===== src/rtl/chsw_pkg.sv =====
package chsw_pkg;

  typedef enum logic [1:0] {
    SRC_NONE = 2'd0,
    SRC_ADD  = 2'd1,
    SRC_IN1  = 2'd2,
    SRC_IN2  = 2'd3
  } force_src_e;

  // Request priority: summing, then first input, then second input.
  function automatic force_src_e pick_force(input logic add_r,
                                            input logic in1_n,
                                            input logic in2_n);
    if (add_r)       return SRC_ADD;
    else if (!in1_n) return SRC_IN1;
    else if (!in2_n) return SRC_IN2;
    else             return SRC_NONE;
  endfunction

  // Next value of the switch select given the forcing source and a step.
  function automatic logic next_sel(input force_src_e src,
                                    input logic cur,
                                    input logic step);
    case (src)
      SRC_ADD: return 1'b0;
      SRC_IN1: return 1'b0;
      SRC_IN2: return 1'b1;
      default: return step ? ~cur : cur;
    endcase
  endfunction

  // Fastest range code: every bit of the field high.
  function automatic logic is_fast(input logic [1:0] rng);
    return &rng;
  endfunction

endpackage


===== src/rtl/chsw_rise.sv =====
module chsw_rise #(
  parameter int W = 1
) (
  input  logic         clk,
  input  logic         rst_n,
  input  logic [W-1:0] lvl,
  output logic [W-1:0] rise
);
  logic [W-1:0] lvl_q;

  for (genvar i = 0; i < W; i++) begin : g_bit
    always_ff @(posedge clk) begin
      if (!rst_n) lvl_q[i] <= 1'b0;
      else        lvl_q[i] <= lvl[i];
    end
    assign rise[i] = lvl[i] & ~lvl_q[i];
  end
endmodule


===== src/rtl/chsw_clksel.sv =====
module chsw_clksel
  import chsw_pkg::*;
#(
  parameter int RNG_W = 2
) (
  input  logic             clk,
  input  logic             rst_n,
  input  logic [RNG_W-1:0] range_sel,
  input  logic             save_clk,
  input  logic             dly_save_clk,
  input  logic             smp_clk,
  output logic             sel_rise
);
  logic [1:0] raw_rise;
  logic       retimed_q;
  logic       rt_rise;
  logic       fast_rng;

  chsw_rise #(.W(2)) i_raw (
    .clk  (clk),
    .rst_n(rst_n),
    .lvl  ({smp_clk, save_clk}),
    .rise (raw_rise)
  );

  // Delayed save level re-captured on a sampling clock rising edge.
  always_ff @(posedge clk) begin
    if (!rst_n)           retimed_q <= 1'b0;
    else if (raw_rise[1]) retimed_q <= dly_save_clk;
  end

  chsw_rise #(.W(1)) i_rt (
    .clk  (clk),
    .rst_n(rst_n),
    .lvl  (retimed_q),
    .rise (rt_rise)
  );

  assign fast_rng = is_fast(range_sel[1:0]);
  assign sel_rise = fast_rng ? raw_rise[0] : rt_rise;

  // on the fast range only the direct save edge may produce a strobe
  p_fast_direct_r6: assert property (@(posedge clk) disable iff (!rst_n)
    (fast_rng && sel_rise) |-> (save_clk && !$past(save_clk)));

  // on slow ranges a strobe needs the re-captured level to have risen
  p_slow_retimed_r5: assert property (@(posedge clk) disable iff (!rst_n)
    (!fast_rng && sel_rise) |-> (retimed_q && $rose(retimed_q)));
endmodule


===== src/rtl/chsw_div.sv =====
module chsw_div (
  input  logic clk,
  input  logic rst_n,
  input  logic acq_en,
  input  logic minmax_mode,
  input  logic sel_rise,
  output logic advance
);
  logic half_q;

  always_ff @(posedge clk) begin
    if (!rst_n || !acq_en) half_q <= 1'b0;
    else if (sel_rise)     half_q <= ~half_q;
  end

  assign advance = acq_en & sel_rise & (~minmax_mode | half_q);

  // no step while acquisition is stopped
  p_no_step_idle_r8: assert property (@(posedge clk) disable iff (!rst_n)
    !acq_en |-> !advance);

  // in min-max mode a strobe on the even phase does not step
  p_half_rate_r7: assert property (@(posedge clk) disable iff (!rst_n)
    (minmax_mode && sel_rise && !half_q) |-> !advance);
endmodule


===== src/rtl/chsw_ctrl.sv =====
module chsw_ctrl
  import chsw_pkg::*;
#(
  parameter int RNG_W = 2
) (
  input  logic             clk,
  input  logic             rst_n,
  input  logic             ch1_req_n,
  input  logic             ch2_req_n,
  input  logic             add_req,
  input  logic             alt_mode,
  input  logic             minmax_mode,
  input  logic             acq_en,
  input  logic [RNG_W-1:0] range_sel,
  input  logic             save_clk,
  input  logic             dly_save_clk,
  input  logic             smp_clk,
  output logic             chan_sel,
  output logic             add_out,
  output logic             tog_out
);
  logic       sel_rise;
  logic       advance;
  logic       step;
  force_src_e src;
  logic       sel_q;
  logic       add_q;
  logic       tog_q;

  chsw_clksel #(.RNG_W(RNG_W)) i_clksel (
    .clk         (clk),
    .rst_n       (rst_n),
    .range_sel   (range_sel),
    .save_clk    (save_clk),
    .dly_save_clk(dly_save_clk),
    .smp_clk     (smp_clk),
    .sel_rise    (sel_rise)
  );

  chsw_div i_div (
    .clk        (clk),
    .rst_n      (rst_n),
    .acq_en     (acq_en),
    .minmax_mode(minmax_mode),
    .sel_rise   (sel_rise),
    .advance    (advance)
  );

  assign src  = pick_force(add_req, ch1_req_n, ch2_req_n);
  assign step = advance & alt_mode & (src == SRC_NONE);

  always_ff @(posedge clk) begin
    if (!rst_n) begin
      sel_q <= 1'b0;
      add_q <= 1'b0;
      tog_q <= 1'b0;
    end else begin
      sel_q <= next_sel(src, sel_q, step);
      add_q <= (src == SRC_ADD);
      tog_q <= step;
    end
  end

  assign chan_sel = sel_q;
  assign add_out  = add_q;
  assign tog_out  = tog_q;

  // first-input request wins over the second-input request
  p_in1_force_r1: assert property (@(posedge clk) disable iff (!rst_n)
    !ch1_req_n |=> !chan_sel);

  // second-input request alone selects the second input
  p_in2_force_r2: assert property (@(posedge clk) disable iff (!rst_n)
    (ch1_req_n && !ch2_req_n && !add_req) |=> chan_sel);

  // summing drives the add line and parks the select low
  p_add_mode_r3: assert property (@(posedge clk) disable iff (!rst_n)
    add_req |=> (add_out && !chan_sel));

  // every step pulse coincides with a change of the select
  p_step_flips_r4: assert property (@(posedge clk) disable iff (!rst_n)
    tog_out |-> (chan_sel != $past(chan_sel)));

  // without alternation or requests the select holds
  p_hold_r11: assert property (@(posedge clk) disable iff (!rst_n)
    (!alt_mode && ch1_req_n && ch2_req_n && !add_req) |=> $stable(chan_sel));

  // stopped acquisition with no request keeps the select
  p_idle_hold_r8: assert property (@(posedge clk) disable iff (!rst_n)
    (!acq_en && ch1_req_n && ch2_req_n && !add_req) |=> ($stable(chan_sel) && !tog_out));

  // reset clears all outputs
  p_reset_r10: assert property (@(posedge clk)
    !rst_n |=> (!chan_sel && !add_out && !tog_out));
endmodule


===== config.mk =====
export PLATFORM = sky130hd
export DESIGN_NAME = chsw_ctrl
export DESIGN_NICKNAME = d
export VERILOG_FILES = /design/src/rtl/chsw_pkg.sv /design/src/rtl/chsw_rise.sv /design/src/rtl/chsw_clksel.sv /design/src/rtl/chsw_div.sv /design/src/rtl/chsw_ctrl.sv
export SDC_FILE = /design/constraint.sdc
export NUM_CORES = 1
export LEC_CHECK = 0
export BUFFER_PORTS_ARGS = -buffer_cell sky130_fd_sc_hd__clkbuf_2
export CAP_MARGIN = 0
export CORE_AREA = 2 2 39 41
export DETAILED_ROUTE_END_ITERATION = 8
export DIE_AREA = 0 0 41 43
export GPL_TIMING_DRIVEN = 1
export HOLD_SLACK_MARGIN = 0.03
export SYNTH_ARGS = -nofsm -noshare
export SYNTH_HDL_FRONTEND = slang
export SYNTH_SLANG_ARGS = --single-unit

===== constraint.sdc =====
create_clock -name clk -period 1.4 [get_ports clk]
set_clock_uncertainty 0.1 [all_clocks]
set_input_delay 0.07 -clock clk [delete_from_list [all_inputs] [get_ports clk]]
set_output_delay 0.07 -clock clk [all_outputs]
set_load 0.05 [all_outputs]

# After elaboration in Yosys (flattened, before gate mapping)
# Cells that the tools add are included.
dict set report totals {
  wordCells 38
  inputBits 13
  register_bits 8
  out_inout_bits 3
}
dict set report op_classes {
  n_reduce_logical 7
  n_eq_ne 3
  mux 6
  bitwise 14
}
# cell count
set op_table {}
lappend op_table {{$and A1 B1 Y1} 7}
lappend op_table {{$mux W2} 3}
lappend op_table {{$not A1 Y1} 6}
lappend op_table {{$eq A2 B2 Y1 const B} 2}
lappend op_table {{$reduce_bool A3 Y1} 1}
lappend op_table {{$eq A2 B1 Y1 const B} 1}
lappend op_table {{$logic_not A1 Y1} 2}
lappend op_table {{$logic_not A2 Y1} 1}
lappend op_table {{$mux W1} 2}
lappend op_table {{$pmux W1 S2} 1}
lappend op_table {{$reduce_and A2 Y1} 1}
lappend op_table {{$reduce_or A2 Y1} 1}
lappend op_table {{$logic_or A1 B1 Y1} 1}
lappend op_table {{$or A1 B1 Y1} 1}

# Depth between registers and ports, before layout
# Gate-level depths: netlist of run 1.
dict set report depth {
  depth_word 9
  ltp_mapped 4
  mapped_depth_nobuf 4
}

# By module
# Synthesis of run 1 repeated with hierarchy kept, for this count alone.
dict set report hier_totals {
  cells_unflattened 30
  hier_area_um2 329.1
}
# mod seq_area_each_um2 area_per_inst_um2 cells_each n_inst
set by_module_without_submodules {}
lappend by_module_without_submodules {chsw_ctrl 60.1 106.4 10 1}
lappend by_module_without_submodules {{chsw_rise at i_clksel.i_raw} 40.0 80.1 6 1}
lappend by_module_without_submodules {chsw_clksel 20.0 55.1 5 1}
lappend by_module_without_submodules {chsw_div 20.0 47.5 6 1}
lappend by_module_without_submodules {{chsw_rise at i_clksel.i_rt} 20.0 40.0 3 1}

# Worst setup path before layout of run 1
# OpenSTA, ideal clock, no wires.
dict set report synth_timing {
  path_kind {register to register}
  from {reg i_clksel.i_raw.lvl_q[0]}
  to {reg sel_q, in the netlist chan_sel}
  setup_ns 0.088
  t_required_ns 1.212
  path_stages_with_launch 5
  arrival_time_ns 1.148
  n_path_buf 0
  setup_slack_ns 0.064
  synth_period_minus_slack_ns 1.336
  path_cell_list {dfxtp_1 -> and4b_1 -> a31oi_2 -> or3_1 -> a311oi_2}
}
dict set report synth_via {
  elab_chain_len 8
}
# item line_no
set synth_rtl {}
lappend synth_rtl {{from (decl)} chsw_rise.sv:9} ;# logic [W-1:0] lvl_q;
lappend synth_rtl {{from (signal, indexed assignment)} chsw_rise.sv:14} ;# else lvl_q[i] <= lvl[i];
lappend synth_rtl {{$not A1 Y1} chsw_rise.sv:16} ;# assign rise[i] = lvl[i] & ~lvl_q[i];
lappend synth_rtl {{$and A1 B1 Y1} chsw_rise.sv:16}
lappend synth_rtl {{$mux W1} chsw_clksel.sv:40} ;# assign sel_rise = fast_rng ? raw_rise[0] : rt_rise;
lappend synth_rtl {{$and A1 B1 Y1 (2 in a row)} chsw_div.sv:16} ;# assign advance = acq_en & sel_rise & (~minmax_mode | half_q);
lappend synth_rtl {{$and A1 B1 Y1 (2 in a row)} chsw_ctrl.sv:50} ;# assign step = advance & alt_mode & (src == SRC_NONE);
lappend synth_rtl {{$reduce_bool A3 Y1 (no source line)} --}
lappend synth_rtl {{to (signal assigned)} chsw_ctrl.sv:58} ;# sel_q <= next_sel(src, sel_q, step);
lappend synth_rtl {{to (decl)} chsw_ctrl.sv:26} ;# logic sel_q;
# Every way passes these cells.
# A chain may end at the register's enable or synchronous reset.

# Worst setup path after layout of run 1
# Ends and elaborated chain as after synthesis.

==> summary.md, run 1 <==
| Metric | Value |
|---|---|
| Flop and latch count out of synthesis | `8` |
| Total track usage | `10.6%` |
| Ys Warns | `0` |
| RePlAce Congestion | `0.723` |
| CP max stage delay | `0.38 ns` |
| Setup-failing EPs final | `0` |
| Critical path class | `reg2reg` |
| DIE WIDTH | `41 um` |
| Vias/cell | `4.26` |
| Clock buffer depth | `2` |
| Commonest non-fill, non-tap cells in the layout | `15 x clkbuf_2, 11 x dlygate4sd3_1, 8 x dfxtp_1` |
| DIE AREA | `1760 um2` |
| Max Slew Vio Count | `0` |
| RSZ-0062 raised after global routing | `yes` |
| Mapped cell area | `307 um2` |
| Data required, critical path | `1.46 ns` |
| Commonest non-fill, non-tap cell in the layout | `clkbuf_2` |
| Antenna-violating nets left | `0` |
| DP HPWL | `459 um` |
| Setup slack after layout | `0.0370 ns` |
| Synth Area in Simple Gates | `26.1%` |
| Synth Area in XOR/XNOR | `2.86%` |
| Total Neg Setup Slack | `0 ns` |
| Fill cells | `147` |
| Slew HR | `81.6%` |
| Global-route wire length before repair | `1.21 mm` |
| Worst-path cell chain | `and4b_1 > a31oi_2 > or3_1 > a311oi_2` |
| Fraction of layout cells with a size suffix above 1 | `34.5%` |
| Final period util | `97.4%` |
| CP Capture Type | `flop` |
| Worst vdd ir | `0.000360 V` |
| Wire length per cell | `9.16 um` |
| Hold_ws | `0.0386 ns` |
| DR vias | `315` |
| Max-cap violations | `0` |
| Crit path DAT | `1.43 ns` |
| Vias in the first global route | `316` |
| Syn Nets | `42` |
| Post-synthesis mux area share | `3.27%` |
| Largest family of logic cells by synthesized area | `simple AND/OR/NAND/NOR gates` |
| Fmax achieved | `0.734 GHz` |
| CTS root buffer | `clkbuf_4` |
| Initial antenna violation count | `0` |
| I/O Buffers | `15` |
| Worst setup SP type | `flop` |
| Crit-path slowest cell | `or3_1` |
| Leakage | `0.000243 uW` |
| Compound-Gate Fraction of Synth Area | `13.1%` |
| Final Hold Fails | `0` |
| CP Max Fanout | `4` |
| Adder-Cell Fraction of Synth Area | `0%` |
| Finished Layout Cells | `74` |
| IO Pins | `16` |
| Area delta synth->final | `74.3%` |
| Total congestion overflow | `0` |
| DRT iter0 DRCs | `3` |
| Final period demand of the worst path | `1.36 ns` |
| Drt drc | `0` |
| H-Tree Depth | `1` |
| Outcome | `completed` |
| Die H | `43 um` |
| Seq/Total Area, Yosys | `52.2%` |
| FF/Latch Area | `160 um2` |
| Yosys cell types | `15` |
| Latest clock arrival within the worst-skew pair | `0.25 ns` |
| CTS Buf Count | `3` |
| Antenna fix cells | `0` |
| TritonCTS Sinks | `8` |
| Reg clk slew, reported paths | `0.05 ns` |
| Slew @ Worst Pin | `0.277 ns` |
| CTS tree | `built` |
| Synthesized area per cell | `10.6 um2` |
| Final wirelength | `678 um` |
| NumNets Final | `73` |
| Core box area | `1380 um2` |
| Worst Path Buf+Inv | `0` |
| Rows | `14` |
| Starting density of the core | `22.2%` |
| # placed instances | `60` |
| Cell count after synthesis | `29` |
| Cell family contributing the most delay on the critical path | `simple AND/OR/NAND/NOR gates` |
| Worst Hold Class | `in2reg` |
| Pwr Density | `927 nW/um2` |
| Setup WS pre-CTS | `0.0134 ns` |
| Largest net degree at the start of global routing | `6` |
| First drt pass iteration count | `2` |
| Multi-input logic area | `139 um2` |
## area by class of cell
cell class                 instances  area share, %
timing repair buffer              26           34.7
sequential                         8           30.0
multi-input combinational         19           26.0
clock buffer                       3           4.22
tap                               16           3.75
inverter                           2           1.41
## worst reg2reg max path: stages (launching register included)
cell and delay [ns]:
dfxtp_1 0.30, and4b_1 0.25, a31oi_2 0.06, or3_1 0.38
a311oi_2 0.19
## cell families (layout without fill, tap and decap cells)
family,after synthesis,in the layout
compound gates,4,4
xor+xnor,1,1
buf+inv,2,31
simple gates,13,13
mux,1,1
flops,8,8
## timing repair
action                                  CTS  global route
setup buffers                             0             0
resized for setup                         0             0
hold buffers                             11             0
pin swaps                                 2             1
endpoints found under the setup margin    1             1
hold endpoints to repair                  8             0
## synthesized netlist by cell type, drive strengths merged
master / count / share of area (%)
and2: 5 / 10
a311oi: 1 / 4.9
or3: 1 / 2.0
dfxtp: 8 / 52
xnor2: 1 / 2.9
o21ai: 1 / 1.6
mux2i: 1 / 3.3
nor4: 1 / 2.0
nor2b: 2 / 4.1
a31oi: 1 / 4.1
and3: 1 / 2.0
inv: 2 / 2.4
nand2: 2 / 2.4
and4b: 1 / 3.3
o211ai: 1 / 2.4
## layer usage
layer | vias to the layer above | global-route usage [%] | wire, um
met5 | - | 0 | 0
met4 | 0 | 8.00 | 8
met3 | 2 | 5.24 | 57
met2 | 13 | 13.4 | 314
met1 | 137 | 12.9 | 297
li1 | 163 | - | -
## registers in the layout, summed over array words and instances (netlist names)
register	flops
add_out	1
tog_out	1
i_clksel.i_rt.lvl_q	1
i_div.half_q	1
chan_sel	1
i_clksel.retimed_q	1
i_clksel.i_raw.lvl_q	2
## metrics by stage
stage	total power, uW	util (%)	cell area [um2]
6_report	495	38.6	534
5_1_grt	525	38.6	534
4_1_cts	506	38.6	534
3_5_place_dp	303	29.0	402
3_3_place_gp	302	29.0	402
2_1_floorplan	276	-	307
## power breakdown
group / switching, uW / leakage (uW) / total (uW) / internal [uW]
Sequential: 4.58 / 0.0000657 / 242 / 237
Clock: 75.5 / 0.0000138 / 173 / 97.9
Combinational: 32.9 / 0.000164 / 79.8 / 47.0
## final timing paths
kind | start | to | slack (ns) | cells past startpoint
worst max register to register | i_clksel.i_raw.lvl_q[0] | chan_sel | 0.04 | 4
worst min register to register | i_clksel.retimed_q | i_clksel.i_rt.lvl_q | 0.41 | 1
worst max-delay path | i_clksel.i_raw.lvl_q[0] | chan_sel | 0.04 | 4
worst min-delay path | rst_n | chan_sel | 0.04 | 3
(Power assumes the default switching activity.)
==> run 2: changes to the inputs <==
- clock period: 1.4 -> 1.2 ns (I/O delays scaled with it)
==> run 2 against run 1 <==
- the run now ends with setup timing left
- register-to-register slack worse by 0.15 ns
- sequential power up 16%
- global-route usage down 0.40 points
- power up 19%
- die area unchanged
- routed wire length down 0.88%
- critical path type unchanged
==> summary.md, run 2 (synthesis results as in run 1) <==
| Metric | Value |
|---|---|
| Outcome | `finished with violations` |
| Violated checks | `setup timing` |
| Latest clock arrival within the worst-skew pair | `0.26 ns` |
| Final Hold Fails | `0` |
| H-Tree Depth | `1` |
| DRT iter0 DRCs | `2` |
| Fmax achieved | `0.764 GHz` |
| Worst vdd ir | `0.000437 V` |
| Worst setup SP type | `flop` |
| Fill cells | `138` |
| Antenna fix cells | `0` |
| Setup slack after layout | `-0.109 ns` |
| Max-cap violations | `0` |
| Data required, critical path | `1.28 ns` |
| Leakage | `0.000251 uW` |
| Starting density of the core | `22.2%` |
| Area after DPL | `424 um2` |
| Fraction of layout cells with a size suffix above 1 | `41.4%` |
| DR vias | `298` |
| CP Max Fanout | `4` |
| Slew HR | `81.6%` |
| Crit path DAT | `1.38 ns` |
| I/O Buffers | `15` |
| Core box area | `1380 um2` |
| Tot Pwr | `590 uW` |
| Switch Pwr | `141 uW` |
| Setup-failing EPs final | `2` |
| Global-route wire length before repair | `1.10 mm` |
| Area delta synth->final | `74.3%` |
| Commonest non-fill, non-tap cell in the layout | `clkbuf_2` |
| Final period util | `109%` |
| DP HPWL | `456 um` |
| IO Pins | `16` |
| RR Endpoint | `chan_sel` |
| TritonCTS Sinks | `8` |
| Wire length per cell | `9.08 um` |
| Worst r2r path cells | `4` |
| Hold Startpoint | `alt_mode` |
| Hold depth | `4` |
| Total congestion overflow | `0` |
| CTS tree | `built` |
| Crit-path slowest cell | `or3_1` |
| Initial antenna violation count | `0` |
| Internal power | `449 uW` |
| CTS root buffer | `clkbuf_4` |
| Top reg by flops | `i_clksel.i_raw.lvl_q` |
| Clock power frac | `35.7%` |
| Clock buffer depth | `2` |
| Hold_ws | `0.160 ns` |
| Max Slew Vio Count | `0` |
| CTS Buf Count | `3` |
| DIE WIDTH | `41 um` |
| Total track usage | `10.2%` |
| Logic pwr share | `16.7%` |
| RSZ-0062 raised after global routing | `yes` |
| Vias in the first global route | `262` |
| Final period demand of the worst path | `1.31 ns` |
| CP Capture Type | `flop` |
| Antenna-violating nets left | `0` |
| Final wirelength | `672 um` |
| Reg clk slew, reported paths | `0.06 ns` |
| NumNets Final | `73` |
| Setup bufs post-CTS | `0` |
| Rows | `14` |
| Slew @ Worst Pin | `0.278 ns` |
| First drt pass iteration count | `2` |
| Drt drc | `0` |
| Largest net degree at the start of global routing | `8` |
| Switching Share | `23.9%` |
| Critical path class | `reg2reg` |
| Flop2flop setup slack | `-0.11 ns` |
| CP max stage delay | `0.33 ns` |
| Final design instance area without fill | `534 um2` |
| Commonest non-fill, non-tap cells in the layout | `15 x clkbuf_2, 8 x dfxtp_1, 8 x dlygate4sd3_1` |
| DIE AREA | `1760 um2` |
| RePlAce Congestion | `0.662` |
| Die H | `43 um` |
| Total Neg Setup Slack | `-0.171 ns` |
| Worst Hold Endpoint | `chan_sel` |
| Sequential power share | `47.6%` |
| Worst Hold Class | `in2reg` |
| Crit path from | `i_clksel.i_raw.lvl_q[0]` |
| RR Startpoint | `i_clksel.i_raw.lvl_q[0]` |
| Pwr Density | `1110 nW/um2` |
| Max reg flops | `2` |
| Vias/cell | `4.03` |
| Worst-path cell chain | `and4b_1 > a31oi_2 > or3_1 > a311oi_2` |
==> run 2: area by class of cell <==
class	instances	area, um2	share of cell area [%]
clock buffer	3	22.5	4.22
inverter	2	7.51	1.41
multi-input combinational	19	146	27.4
sequential	8	160	30.0
tap	16	20.0	3.75
timing repair buffer	26	178	33.3
==> run 2: what timing repair did <==
item                                   4_1_cts  5_1_grt
gates resized for setup                      1        0
setup endpoints to repair                    2        3
hold buffers                                 8        0
pin swaps                                    1        0
endpoints found under the hold margin        8        0
==> run 2: routing by layer <==
layer / part of all wire, % / vias up / global-route usage [%]
met5: 0 / - / 0
met4: 0 / 0 / 4.00
met3: 12 / 0 / 9.42
met2: 44 / 16 / 12.2
met1: 43 / 123 / 12.3
li1: - / 159 / -
==> run 2: worst max path at each step <==
| stage | to |
|---|---|
| after floorplan | chan_sel |
| after global placement | chan_sel |
| after detailed placement | chan_sel |
| after CTS | chan_sel |
| after global routing | chan_sel |
| final | chan_sel |
==> run 2: through the flow <==
stage               instances  setup WS (ns)  util (%)
floorplan                  29        -0.0612         -
global placement           63        -0.0634      30.7
detailed placement         63         -0.101      30.7
CTS                        74         -0.110      38.6
global route               74         -0.179      38.6
finish                     74         -0.109      38.6
==> run 2: worst max-delay path, delay by kind of cell, from the launching register on <==
family	cells	cell delay, ns
flops	1	0.30
compound gates	2	0.25
simple gates	2	0.58
==> run 2: power groups by stage <==
stage / sequential, uW / combinational [uW] / clock [uW]
after global routing: 282 / 108 / 247
final: 281 / 98.5 / 211
after CTS: 281 / 98.6 / 226
after detailed placement: 287 / 74.7 / 0
after global placement: 287 / 73.7 / 0
after floorplan: 297 / 25.8 / 0
